--- config.mk ---
export PLATFORM = sky130hd
export DESIGN_NAME = rail_fault_supervisor
export DESIGN_NICKNAME = d
export VERILOG_FILES = /design/src/rtl/rail_fault_supervisor.sv
export SDC_FILE = /design/constraint.sdc
export NUM_CORES = 1
export LEC_CHECK = 0
export ABC_AREA = 1
export BUFFER_PORTS_ARGS = -buffer_cell sky130_fd_sc_hd__buf_2
export CORE_MARGIN = 2
export CORE_UTILIZATION = 40
export CTS_CLUSTER_DIAMETER = 120
export DETAILED_ROUTE_END_ITERATION = 8
export SYNTH_ARGS = -nofsm -noshare
export SYNTH_HDL_FRONTEND = slang
export SYNTH_SLANG_ARGS = --single-unit
export TNS_END_PERCENT = 30
--- constraint.sdc ---
create_clock -name clk -period 1.21 [get_ports clk]
set_input_delay 0.0605 -clock clk [delete_from_list [all_inputs] [get_ports clk]]
set_output_delay 0.0605 -clock clk [all_outputs]
set_load 0.1 [all_outputs]
--- src/rtl/rail_fault_supervisor.sv ---
module rail_fault_supervisor #(
  parameter int TIMEOUT = 1000
) (
  input  logic       clk,
  input  logic       rst_n,
  input  logic [1:0] pol_sel,
  input  logic [3:0] hi_below,
  input  logic [3:0] lo_above,
  input  logic       latch_clr,
  input  logic       out_dis,
  input  logic       lockout,
  input  logic       tmr_bypass,
  output logic       uv_n,
  output logic       ov_n
);
  localparam int CW = (TIMEOUT < 2) ? 1 : $clog2(TIMEOUT);
  localparam logic [CW-1:0] LAST = CW'(TIMEOUT - 1);

  logic [3:0] neg;
  logic uv_hit, ov_hit;
  logic uv_hold, ov_hold, ov_lat;
  logic [CW-1:0] uv_cnt, ov_cnt;

  assign neg    = {pol_sel != 2'b01, pol_sel == 2'b10, 2'b00};
  assign uv_hit = |((hi_below & ~neg) | (lo_above & neg));
  assign ov_hit = |((lo_above & ~neg) | (hi_below & neg));

  always_ff @(posedge clk or negedge rst_n)
    if (!rst_n) begin
      uv_hold <= 1'b1;
      uv_cnt  <= '0;
    end else if (lockout || uv_hit) begin
      uv_hold <= 1'b1;
      uv_cnt  <= '0;
    end else if (uv_hold) begin
      if (tmr_bypass || uv_cnt == LAST) begin
        uv_hold <= 1'b0;
        uv_cnt  <= '0;
      end else begin
        uv_cnt <= uv_cnt + 1'b1;
      end
    end

  always_ff @(posedge clk or negedge rst_n)
    if (!rst_n) ov_lat <= 1'b0;
    else        ov_lat <= !latch_clr && (ov_lat || ov_hit);

  always_ff @(posedge clk or negedge rst_n)
    if (!rst_n) begin
      ov_hold <= 1'b1;
      ov_cnt  <= '0;
    end else if (lockout || ov_hit || (ov_lat && !latch_clr)) begin
      ov_hold <= 1'b1;
      ov_cnt  <= '0;
    end else if (ov_hold) begin
      if (tmr_bypass || ov_cnt == LAST) begin
        ov_hold <= 1'b0;
        ov_cnt  <= '0;
      end else begin
        ov_cnt <= ov_cnt + 1'b1;
      end
    end

  assign uv_n = ~(lockout | (uv_hold & ~out_dis));
  assign ov_n = ~(lockout | (ov_hold & ~out_dis));
endmodule

### Word-level counts from Yosys, hierarchy flattened

Cells that the tools add are included.

* bits in registers: 23

* add/sub/neg operators: 2
* eq/ne operators: 4
* mux-type cells: 12
* bitwise operators: 14
* reductions and logical operators: 13

Operators with widths (count)
* 10-bit two-way mux: 6
* 10-bit by 1-bit adder with 10-bit output, second input constant: 2
* 10-bit equality test, second input constant: 2
* 4-bit AND: 4
* 4-bit bitwise OR: 2
* 4-bit OR reduction: 2
* 1-bit logical OR: 6
* 1-bit two-way mux: 6
* 4-bit inverter: 1
* 2-bit nonzero test: 2
* 1-bit inverter: 3
* 1-bit AND: 2
* 2-bit equality test, second input constant: 1
* 1-bit logical AND: 2
* 2-bit by 1-bit inequality test with 1-bit output, second input constant: 1
* 1-bit bitwise OR: 2
* 1-bit logical NOT: 1

### Depth between registers and ports, before layout

Gate-level depths: netlist of the first run.

* word-level depth: 8
* gate-level depth with buffers: 9
* mapped depth without buffers: 9

### Worst setup path before layout of the first run

OpenSTA, ideal clock, no wires.

* kind: register -> output
* from: reg ov_hold
* to: out ov_n
* arrival: 1.833 ns
* data required time: 1.150 ns
* setup slack: -0.683 ns
* cell stages (with the launch flop): 2
* path buffers: 0
* cell sequence: dfstp_2 a21oi_1

* longest elaborated chain between the ends: 3

Ends and longest elaborated chain
* start: declaration: line 21 `logic uv_hold, ov_hold, ov_lat;`
* start signal: assignment: line 50 `ov_hold <= 1'b1;`
* start signal: assignment: line 53 `ov_hold <= 1'b1;`
* start signal: assignment: line 57 `ov_hold <= 1'b0;`
* 1-bit AND: line 65 `assign ov_n = ~(lockout | (ov_hold & ~out_dis));`
* 1-bit bitwise OR: line 65
* 1-bit inverter: line 65
* end: declaration: line 14 `output logic ov_n`

Every way passes these cells.

### Worst setup path after layout of the first run

* from: reg ov_cnt[0]
* to: reg ov_cnt[1]

* longest elaborated chain between the ends: 5
* elaborated cells between the ends (all ways): 6
* classes of those cells: add/sub (1); eq/ne (1); mux (3); reduce/logical (1)

Ends and longest elaborated chain
* start: declaration: line 22 `logic [CW-1:0] uv_cnt, ov_cnt;`
* start signal: assignment: line 60 `ov_cnt <= ov_cnt + 1'b1;`
* parallel branches: the longest is 2 deep, another holds 10-bit by 1-bit adder with 10-bit output
* 10-bit two-way mux (*): line 56 `if (tmr_bypass || ov_cnt == LAST) begin`
* 10-bit two-way mux (*): line 55 `end else if (ov_hold) begin`
* 10-bit two-way mux (*): line 52 `end else if (lockout || ov_hit || (ov_lat && !latch_clr)) begin`

Every way passes the cells marked *. The select of a mux whose other input is x is not followed.
A chain may end at the register's enable or synchronous reset.

==> flow_metrics.tcl, run 1 <==
set metrics [dict create \
    status "finished, violations left" \
    violations "negative setup slack" \
    synthMuxAreaShare_pct 0 \
    worst_setup_path_start_kind "flop" \
    max_cap_viol_count 0 \
    wl_met1_um 1671 \
    path_class "reg -> reg" \
    synth-xor-area-share_pct 3.981 \
    reg2reg_depth 8 \
    ant_nets 0 \
    drtIter0Drc 64 \
    ys_types 23 \
    nNetsFinal 294 \
    drive_above_1_share_pct 29.09 \
    cts_made_buffers 3 \
    p_seq_share_pct 52.8 \
    min-delay-start "hi_below[0]" \
    fmax_mhz 773.2 \
    end_kind "flop" \
    intPower_mw 1.078 \
    power_density_nw_per_um2 714.5 \
    routed.top_layer "met4" \
    synthAdderAreaFrac_pct 1.625 \
    numPortBuffers 17 \
    drt_first_pass_iters 4 \
    gr-total-overflow 0 \
    start_util_pct 41.76 \
    clkPwrFrac_pct 33.2 \
    die_w_um 66.05 \
    crit_path_frequent_cell "nand2_1" \
    synth_area_per_cell_sq_um 6.755 \
    netSwitchingFraction_pct 26.63 \
    worstMarginPinSlew_ns 0.5294 \
    min_path_cells 5 \
    slowest_stage "dfrtp_1" \
    cts.sinks 23 \
    fin_skew_ns 0.009830 \
    synthesis.yosys.warnings 0 \
    die_area_sq_um 4363 \
    finalNonFillerCells 323 \
    ys_seq_elements 23 \
    rows 22 \
    rsz0062_at_grt "true" \
    wl_met3_um 84 \
    design_power_total_mw 1.470 \
    drc_errors 0 \
    p_leak_nw 1.052 \
    synthCells 228 \
    netlist_area_sq_um 1540 \
    cts_tree "built" \
    root_buffer "clkbuf_8" \
    min_path_type "in -> reg" \
    die_height_um 66.05 \
    grt_max_degree 24 \
    cts_buffer_depth 2 \
    yosysSeqAreaShare_pct 37.53 \
    htreeDepth 1 \
    synth_nets 246 \
    worstPathCellList "ha_2 -> nand2_2 -> nor2_1 -> nand2_1 -> o21ai_4 -> nor2_4 -> nand2_1 -> nand2_1" \
    setup_tns_ns -1.130 \
    post-place-cells 314 \
    area_delta_synth_final_pct 33.55 \
    rrSetupSlack_ns -0.08 \
    routed_via_density 4.678 \
    clock_latency_ns 0.27 \
    gp_routability_congestion 0.7555 \
    finalWorstSetupSlack_ns -0.08335 \
    min_to "uv_hold" \
    fin_crit_sh_pct 106.9 \
    critPathArrivalTime_ns 1.45 \
    synth_top_family_by_area "simple AND/OR/NAND/NOR gates" \
    slew_headroom_pct 64.70 \
    synthSimpleGateAreaFrac_pct 40.78 \
    grt_use_total_pct 19.05 \
    hold_viol 0 \
    wl_per_cell_um 11.26 \
    worstReg2RegEnd "ov_cnt[1]" \
    final_max_slew_viol_count 0 \
    max_stage_delay_ns 0.36 \
    setup_viol 19 \
    core_area_sq_um 3689 \
    dp_hpwl_um 2575 \
    grt_pass1_wl_um 6444 \
    clk_pin_slew_ns 0.09 \
    synth-compound-area-share_pct 6.336 \
    antenna_found_initial 0 \
    crit_fanout 5 \
    diodes 0 \
    io_pins 18 \
    crit_required_ns 1.37 \
    vias 1511 \
    fin_crit_ns 1.293 \
    wl_um 3636 \
    grt_pass1_vias 1540 \
    dr_wl_met2_um 1861 \
    r2r-start "ov_cnt[0]" \
    ir_worst_vdd_mv 0.6714 \
    pwr-share-comb_pct 13.9 \
    switching_power_mw 0.3914 \
    post-route-util_pct 55.77 \
]
==> worst max-delay path by stage <==
stage / start / end / slack (ns) / cells past startpoint
6_report: ov_cnt[0] / ov_cnt[1] / -0.08 / 8
5_1_grt: ov_cnt[0] / ov_cnt[4] / -0.19 / 8
3_5_place_dp: uv_cnt[0] / uv_cnt[6] / -0.22 / 8
2_1_floorplan: ov_cnt[0] / ov_cnt[0] / -0.04 / 8
4_1_cts: uv_cnt[0] / uv_cnt[6] / -0.08 / 7
3_3_place_gp: uv_cnt[0] / uv_cnt[9] / -0.21 / 8
==> metal layers <==
| metal | GRT usage, % | up-vias |
|---|---|---|
| li1 | - | 811 |
| met1 | 22.22 | 684 |
| met2 | 34.47 | 14 |
| met3 | 4.429 | 2 |
| met4 | 5.612 | 0 |
| met5 | 0 | - |
==> registers in the layout, summed over array words and instances, names as in the netlist <==
register,cells
uv_hold,1
ov_hold,1
ov_cnt,10
ov_lat,1
uv_cnt,10
==> power groups by stage <==
stage          sequential [mW]  clock, mW  combinational [mW]
4_1_cts                  0.776      0.520               0.206
5_1_grt                  0.777      0.538               0.227
3_5_place_dp             0.791          0               0.190
2_1_floorplan            0.792          0               0.101
3_3_place_gp             0.791          0               0.190
6_report                 0.776      0.489               0.205
==> through the flow <==
step,area [sq um],worst slack [ns],hold WS [ns]
2_1_floorplan,1563,-0.04245,-0.2351
3_3_place_gp,1903,-0.2052,0.07436
3_5_place_dp,1903,-0.2168,0.07396
4_1_cts,2036,-0.08122,0.1135
5_1_grt,2057,-0.1946,0.1488
6_report,2057,-0.08335,0.1162
==> layout by cell type, fill, tap and decap left out, types with 5 or more instances in the layout <==
cell / instances
dfrtp_1: 21
nor2_1: 16
nor2_2: 7
nor2_4: 5
nand2_1: 78
buf_4: 23
inv_1: 32
buf_2: 15
nand4_1: 12
xor2_1: 7
nand2_2: 5
nand3_1: 14
==> cells by family after synthesis <==
group,count (synthesis)
flip-flops,23
AO/OA/AOI/OAI,16
buffers and inverters,39
AND/OR/NAND/NOR,141
XOR/XNOR,7
adder cells (fa/ha/maj),2
==> Yosys cell counts <==
cell,instances,area [sq um]
nand2_1,81,304.0
o21bai_1,4,30.03
nand3_2,2,20.02
o21ai_2,1,8.760
nor2_4,2,22.52
o21ai_0,3,15.01
xor2_1,7,61.31
dfrtp_1,21,525.5
nor2_1,20,75.07
nand4_1,12,75.07
buf_1,2,7.510
o21ai_1,4,20.02
dfstp_2,2,52.55
nand3b_1,1,7.510
ha_1,2,25.02
inv_2,3,11.26
nand2_2,3,18.77
a21oi_1,3,15.01
buf_4,1,7.510
inv_1,33,123.9
nand3_1,16,80.08
a21oi_2,1,8.760
nor2_2,4,25.02
==> cell type report <==
type | instances | area (sq um)
fillers | 370 | 1632
clock buffers | 3 | 41.29
clock inverters | 1 | 5.005
inverters | 36 | 135.1
flip-flops and latches | 23 | 578.1
multi-input cells | 168 | 907.1
repair buffers | 44 | 330.3
well taps | 48 | 60.06
==> worst max-delay path, delay by kind of cell, from the launching register on <==
| kind | cells | cell delay [ns] |
|---|---|---|
| adders and majority gates | 1 | 0.19 |
| and+or+nand+nor | 6 | 0.42 |
| DFF | 1 | 0.36 |
| AOI/OAI and AO/OA | 1 | 0.21 |
==> what timing repair did <==
action                                  CTS  global route
endpoints found under the hold margin    22             0
gates cloned                              2             0
pin swaps                                 5             9
buffers inserted                          1             0
endpoints found under the setup margin   22            23
resized for setup                        12             7
hold buffers                              2             0
No activity file was read; power rests on OpenSTA's default activity.
==> run 2, diff against run 1 <==
--- a/config.mk
+++ b/config.mk
@@ -11,6 +11,8 @@
 export CORE_UTILIZATION = 40
 export CTS_CLUSTER_DIAMETER = 120
 export DETAILED_ROUTE_END_ITERATION = 8
+export HOLD_SLACK_MARGIN = 0.06
+export SKIP_CTS_REPAIR_TIMING = 1
 export SYNTH_ARGS = -nofsm -noshare
 export SYNTH_HDL_FRONTEND = slang
 export SYNTH_SLANG_ARGS = --single-unit
==> constraint.sdc (replaced) <==
create_clock -name clk -period 1.16 [get_ports clk]
set_input_delay 0.058 -clock clk [delete_from_list [all_inputs] [get_ports clk]]
set_output_delay 0.058 -clock clk [all_outputs]
set_load 0.1 [all_outputs]
==> flow_metrics.tcl, run 2 (same netlist as run 1, synthesis figures left out) <==
set metrics [dict create \
    fmax_mhz 767.1 \
    clk_pin_slew_ns 0.08 \
    violations "negative setup slack" \
    setup_viol 23 \
    drive_above_1_share_pct 30.47 \
    finalNonFillerCells 327 \
    vias 1511 \
    crit_required_ns 1.37 \
    ir_worst_vdd_mv 0.6163 \
    path_class "reg -> reg" \
    ant_nets 0 \
    cts_buffer_depth 2 \
    dpl_cell_area_sq_um 1926 \
    wl_um 3628 \
    fin_crit_ns 1.304 \
    fin_crit_sh_pct 112.4 \
    worstPathCellList "ha_2 -> nand2_2 -> nor2_1 -> nand2_1 -> o21ai_4 -> nor2_2 -> nand2_1 -> nand2_1" \
    min-delay-start "latch_clr" \
    die_height_um 66.05 \
    core_area_sq_um 3689 \
    reg2reg_depth 8 \
    drc_errors 0 \
    final_cell_mix "nand2_1, inv_1, buf_4" \
    worstReg2RegEnd "ov_cnt[5]" \
    power_density_nw_per_um2 737.3 \
    hold_viol 0 \
    crit_fanout 5 \
    root_buffer "clkbuf_8" \
    io_pins 18 \
    dp_hpwl_um 2648 \
    final_max_slew_viol_count 0 \
    finalWorstSetupSlack_ns -0.1436 \
    min_to "ov_lat" \
    fin_skew_ns 0.003691 \
    layout_commonest_cell "nand2_1" \
    cts_tree "built" \
    grt_max_degree 24 \
    post-route-util_pct 56.45 \
    drt_first_pass_iters 4 \
    wl_per_cell_um 11.09 \
    worst_setup_path_start_kind "flop" \
    reg_top3 "ov_cnt: 10 flops, uv_cnt: 10 flops" \
    max_cap_viol_count 0 \
    rrSetupSlack_ns -0.14 \
    crit_path_frequent_cell "nand2_1" \
    antenna_found_initial 0 \
    r2r-start "ov_cnt[0]" \
    die_area_sq_um 4363 \
    gr-total-overflow 0 \
    cts.sinks 23 \
    rows 22 \
    min_path_type "in -> reg" \
    start_util_pct 41.76 \
    drtIter0Drc 60 \
    die_w_um 66.05 \
    final_area_sq_um 2082 \
    slew_headroom_pct 64.83 \
    setup_tns_ns -2.338 \
    post-place-cells 317 \
    status "finished, violations left" \
    rsz0062_at_grt "true" \
    clock_latency_ns 0.27 \
    end_kind "flop" \
    diodes 0 \
    numPortBuffers 17 \
    fillers 357 \
    grt_pass1_vias 1486 \
    routed_via_density 4.621 \
    worstMarginPinSlew_ns 0.5276 \
    place_ws_ns -0.2393 \
    gp_routability_congestion 0.7439 \
    grt_pass1_wl_um 6237 \
    htreeDepth 1 \
    p_leak_nw 1.072 \
    slowest_stage "dfrtp_1" \
    nNetsFinal 298 \
    area_delta_synth_final_pct 35.17 \
    min_path_cells 4 \
    max_stage_delay_ns 0.39 \
    cts_made_buffers 3 \
    grt_use_total_pct 18.15 \
    critPathArrivalTime_ns 1.51 \
]
## run 2: area by class of cell
type	count	area (sq um)	share of cell area, %
Clock buffer	3	41.29	1.983
Clock inverter	1	5.005	0.2404
Inverter	36	135.1	6.490
Multi-Input combinational cell	168	902.1	43.33
Sequential cell	23	578.1	27.76
Tap cell	48	60.06	2.885
Timing Repair Buffer	48	360.3	17.31
## run 2: how the worst max path moves through the flow
stage / startpoint / endpoint / slack [ns] / cells past startpoint
after floorplan: ov_cnt[0] / ov_cnt[0] / -0.09 / 8
after global placement: uv_cnt[0] / uv_cnt[9] / -0.27 / 8
after detailed placement: uv_cnt[0] / uv_cnt[9] / -0.24 / 8
after CTS: uv_cnt[0] / uv_cnt[9] / -0.27 / 8
after global routing: ov_cnt[1] / ov_cnt[6] / -0.29 / 9
final: ov_cnt[0] / ov_cnt[5] / -0.14 / 8
## run 2: layer usage
| metal | vias up | global-route usage, % | part of all wire (%) |
|---|---|---|---|
| met5 | - | 0 | 0 |
| met4 | 0 | 3.061 | 0.74 |
| met3 | 5 | 3.578 | 1.5 |
| met2 | 7 | 33.46 | 51 |
| met1 | 684 | 22.04 | 47 |
| li1 | 815 | - | - |
## run 2: worst max-delay path: cells and delay by family (launching register included)
kind / cells / cell delay [ns]
flops: 1 / 0.39
simple gates: 6 / 0.57
compound gates: 1 / 0.08
fa+ha+maj: 1 / 0.20
## run 2: power breakdown
part	leakage, nW	switching [mW]	internal, mW
sequential	0.311	0.00307	0.807
clock	0.0255	0.270	0.240
combinational	0.735	0.135	0.0801
total	1.07	0.408	1.13
## run 2: through the flow
stage | hold slack (ns) | total power [mW]
final | 0.09683 | 1.535
after global routing | 0.1128 | 1.612
after CTS | -0.2260 | 1.545
after detailed placement | 0.07105 | 1.024
after global placement | 0.07269 | 1.024
after floorplan | -0.2376 | 0.9316
==> run 3, diff against run 2 <==
--- a/config.mk
+++ b/config.mk
@@ -16,4 +16,3 @@
 export SYNTH_ARGS = -nofsm -noshare
 export SYNTH_HDL_FRONTEND = slang
 export SYNTH_SLANG_ARGS = --single-unit
-export TNS_END_PERCENT = 30
==> flow_metrics.tcl, run 3 (same netlist as run 1, synthesis figures left out) <==
set metrics [dict create \
    status "finished, violations left" \
    violations "negative setup slack" \
    grt_use_total_pct 17.82 \
    p_seq_share_pct 52.9 \
    slew_headroom_pct 64.56 \
    dpl_cell_area_sq_um 1933 \
    setup_tns_ns -3.129 \
    dp_hpwl_um 2609 \
    hold_viol 0 \
    drive_above_1_share_pct 32.85 \
    io_pins 18 \
    ant_nets 0 \
    rsz0062_at_grt "true" \
    wl_per_cell_um 11.23 \
    grt_pass1_vias 1433 \
    cts_buffer_depth 2 \
    met2_usage_pct 30.93 \
    grt_max_degree 24 \
    clock_latency_ns 0.27 \
    final_area_sq_um 2121 \
    ir_worst_vdd_mv 0.7420 \
    die_height_um 66.05 \
    max_cap_viol_count 0 \
    root_buffer "clkbuf_8" \
    wl_um 3649 \
    nNetsFinal 296 \
    worstMarginPinSlew_ns 0.5316 \
    rrSetupSlack_ns -0.20 \
    crit_fanout 5 \
    layout_commonest_cell "nand2_1" \
    cts_made_buffers 3 \
    final_cell_mix "nand2_1, inv_1, buf_4" \
    worst_setup_path_start_kind "flop" \
    fin_skew_ns 0.005101 \
    slowest_stage "dfrtp_1" \
    antenna_found_initial 0 \
    finalWorstSetupSlack_ns -0.1978 \
    critPathArrivalTime_ns 1.52 \
    die_w_um 66.05 \
    worstPathCellList "ha_2 -> nand2_2 -> nor2_2 -> nand2_2 -> o21ai_4 -> nor2_4 -> nand2_1 -> nand2_1" \
    path_class "reg -> reg" \
    p_leak_nw 1.082 \
    drtIter0Drc 56 \
    grt_busiest_layer "met2" \
    fin_crit_ns 1.358 \
    reg_top3 "ov_cnt: 10 flops, uv_cnt: 10 flops" \
    drt_first_pass_iters 4 \
    core_area_sq_um 3689 \
    final_max_slew_viol_count 0 \
    fin_crit_sh_pct 117.1 \
    gr-total-overflow 0 \
    numPortBuffers 17 \
    switching_power_mw 0.4044 \
    pwr-share-comb_pct 14.1 \
    power_density_nw_per_um2 721.6 \
    drc_errors 0 \
    max_stage_delay_ns 0.36 \
    cts.sinks 23 \
    clk_pin_slew_ns 0.08 \
    cts_tree "built" \
    grt_use_met3_pct 4.089 \
    grt_use_met1_pct 22.23 \
    setup_viol 23 \
    fillers 375 \
    diodes 0 \
    grt_pass1_wl_um 5989 \
    start_util_pct 41.76 \
    crit_required_ns 1.32 \
    end_kind "flop" \
    routed_via_density 4.671 \
    clkPwrFrac_pct 33.0 \
    htreeDepth 1 \
    area_delta_synth_final_pct 37.69 \
    intPower_mw 1.126 \
    gp_routability_congestion 0.8203 \
    die_area_sq_um 4363 \
    min_path_type "in -> reg" \
    netSwitchingFraction_pct 26.42 \
    rows 22 \
    vias 1518 \
    fmax_mhz 736.5 \
]
run 3: worst max-delay path, delay by kind of cell (launching register included):
kind	cells	cell delay, ns
adder cells (fa/ha/maj)	1	0.19
flip-flops	1	0.36
AO/OA/AOI/OAI	1	0.23
AND/OR/NAND/NOR	6	0.48
run 3: per-stage QoR:
step / utilization, % / hold WS [ns] / cells / setup slack, ns / power [mW]
3_3_place_gp: 52.41 / 0.07866 / 316 / -0.1494 / 1.025
5_1_grt: 57.50 / 0.09587 / 325 / -0.2846 / 1.610
2_1_floorplan: - / -0.2376 / 228 / -0.09245 / 0.9322
6_report: 57.50 / 0.07591 / 325 / -0.1978 / 1.530
3_5_place_dp: 52.41 / 0.08126 / 316 / -0.1647 / 1.026
4_1_cts: 53.66 / -0.2156 / 320 / -0.1860 / 1.544
run 3: cell type report:
type / instances / area, sq um / area share (%)
Sequential cell: 23 / 578.1 / 27.26
Tap cell: 48 / 60.06 / 2.832
Multi-Input combinational cell: 168 / 949.7 / 44.78
Timing Repair Buffer: 46 / 349.1 / 16.46
Inverter: 36 / 137.6 / 6.490
Clock inverter: 1 / 5.005 / 0.2360
Clock buffer: 3 / 41.29 / 1.947
run 3: power by group through the flow:
| stage | clock network, mW | logic [mW] | registers (mW) |
|---|---|---|---|
| after CTS | 0.534 | 0.201 | 0.810 |
| after floorplan | 0 | 0.106 | 0.826 |
| after detailed placement | 0 | 0.200 | 0.825 |
| final | 0.505 | 0.215 | 0.810 |
| after global placement | 0 | 0.200 | 0.825 |
| after global routing | 0.560 | 0.239 | 0.810 |
run 3: per-layer routing:
| metal | vias up | routed length (um) |
|---|---|---|
| li1 | 813 | - |
| met1 | 682 | 1762 |
| met2 | 21 | 1741 |
| met3 | 2 | 112 |
| met4 | 0 | 33 |
| met5 | - | 0 |
run 3: final timing paths:
path / depth (start not counted) / from / end
hold reg to reg: 2 / ov_lat / ov_lat
hold / removal: 4 / latch_clr / ov_lat
max in group asynchronous: 2 / rst_n / ov_hold
setup reg to reg: 8 / ov_cnt[1] / ov_cnt[1]
min in group asynchronous: 2 / rst_n / uv_cnt[2]
setup / recovery: 8 / ov_cnt[1] / ov_cnt[1]
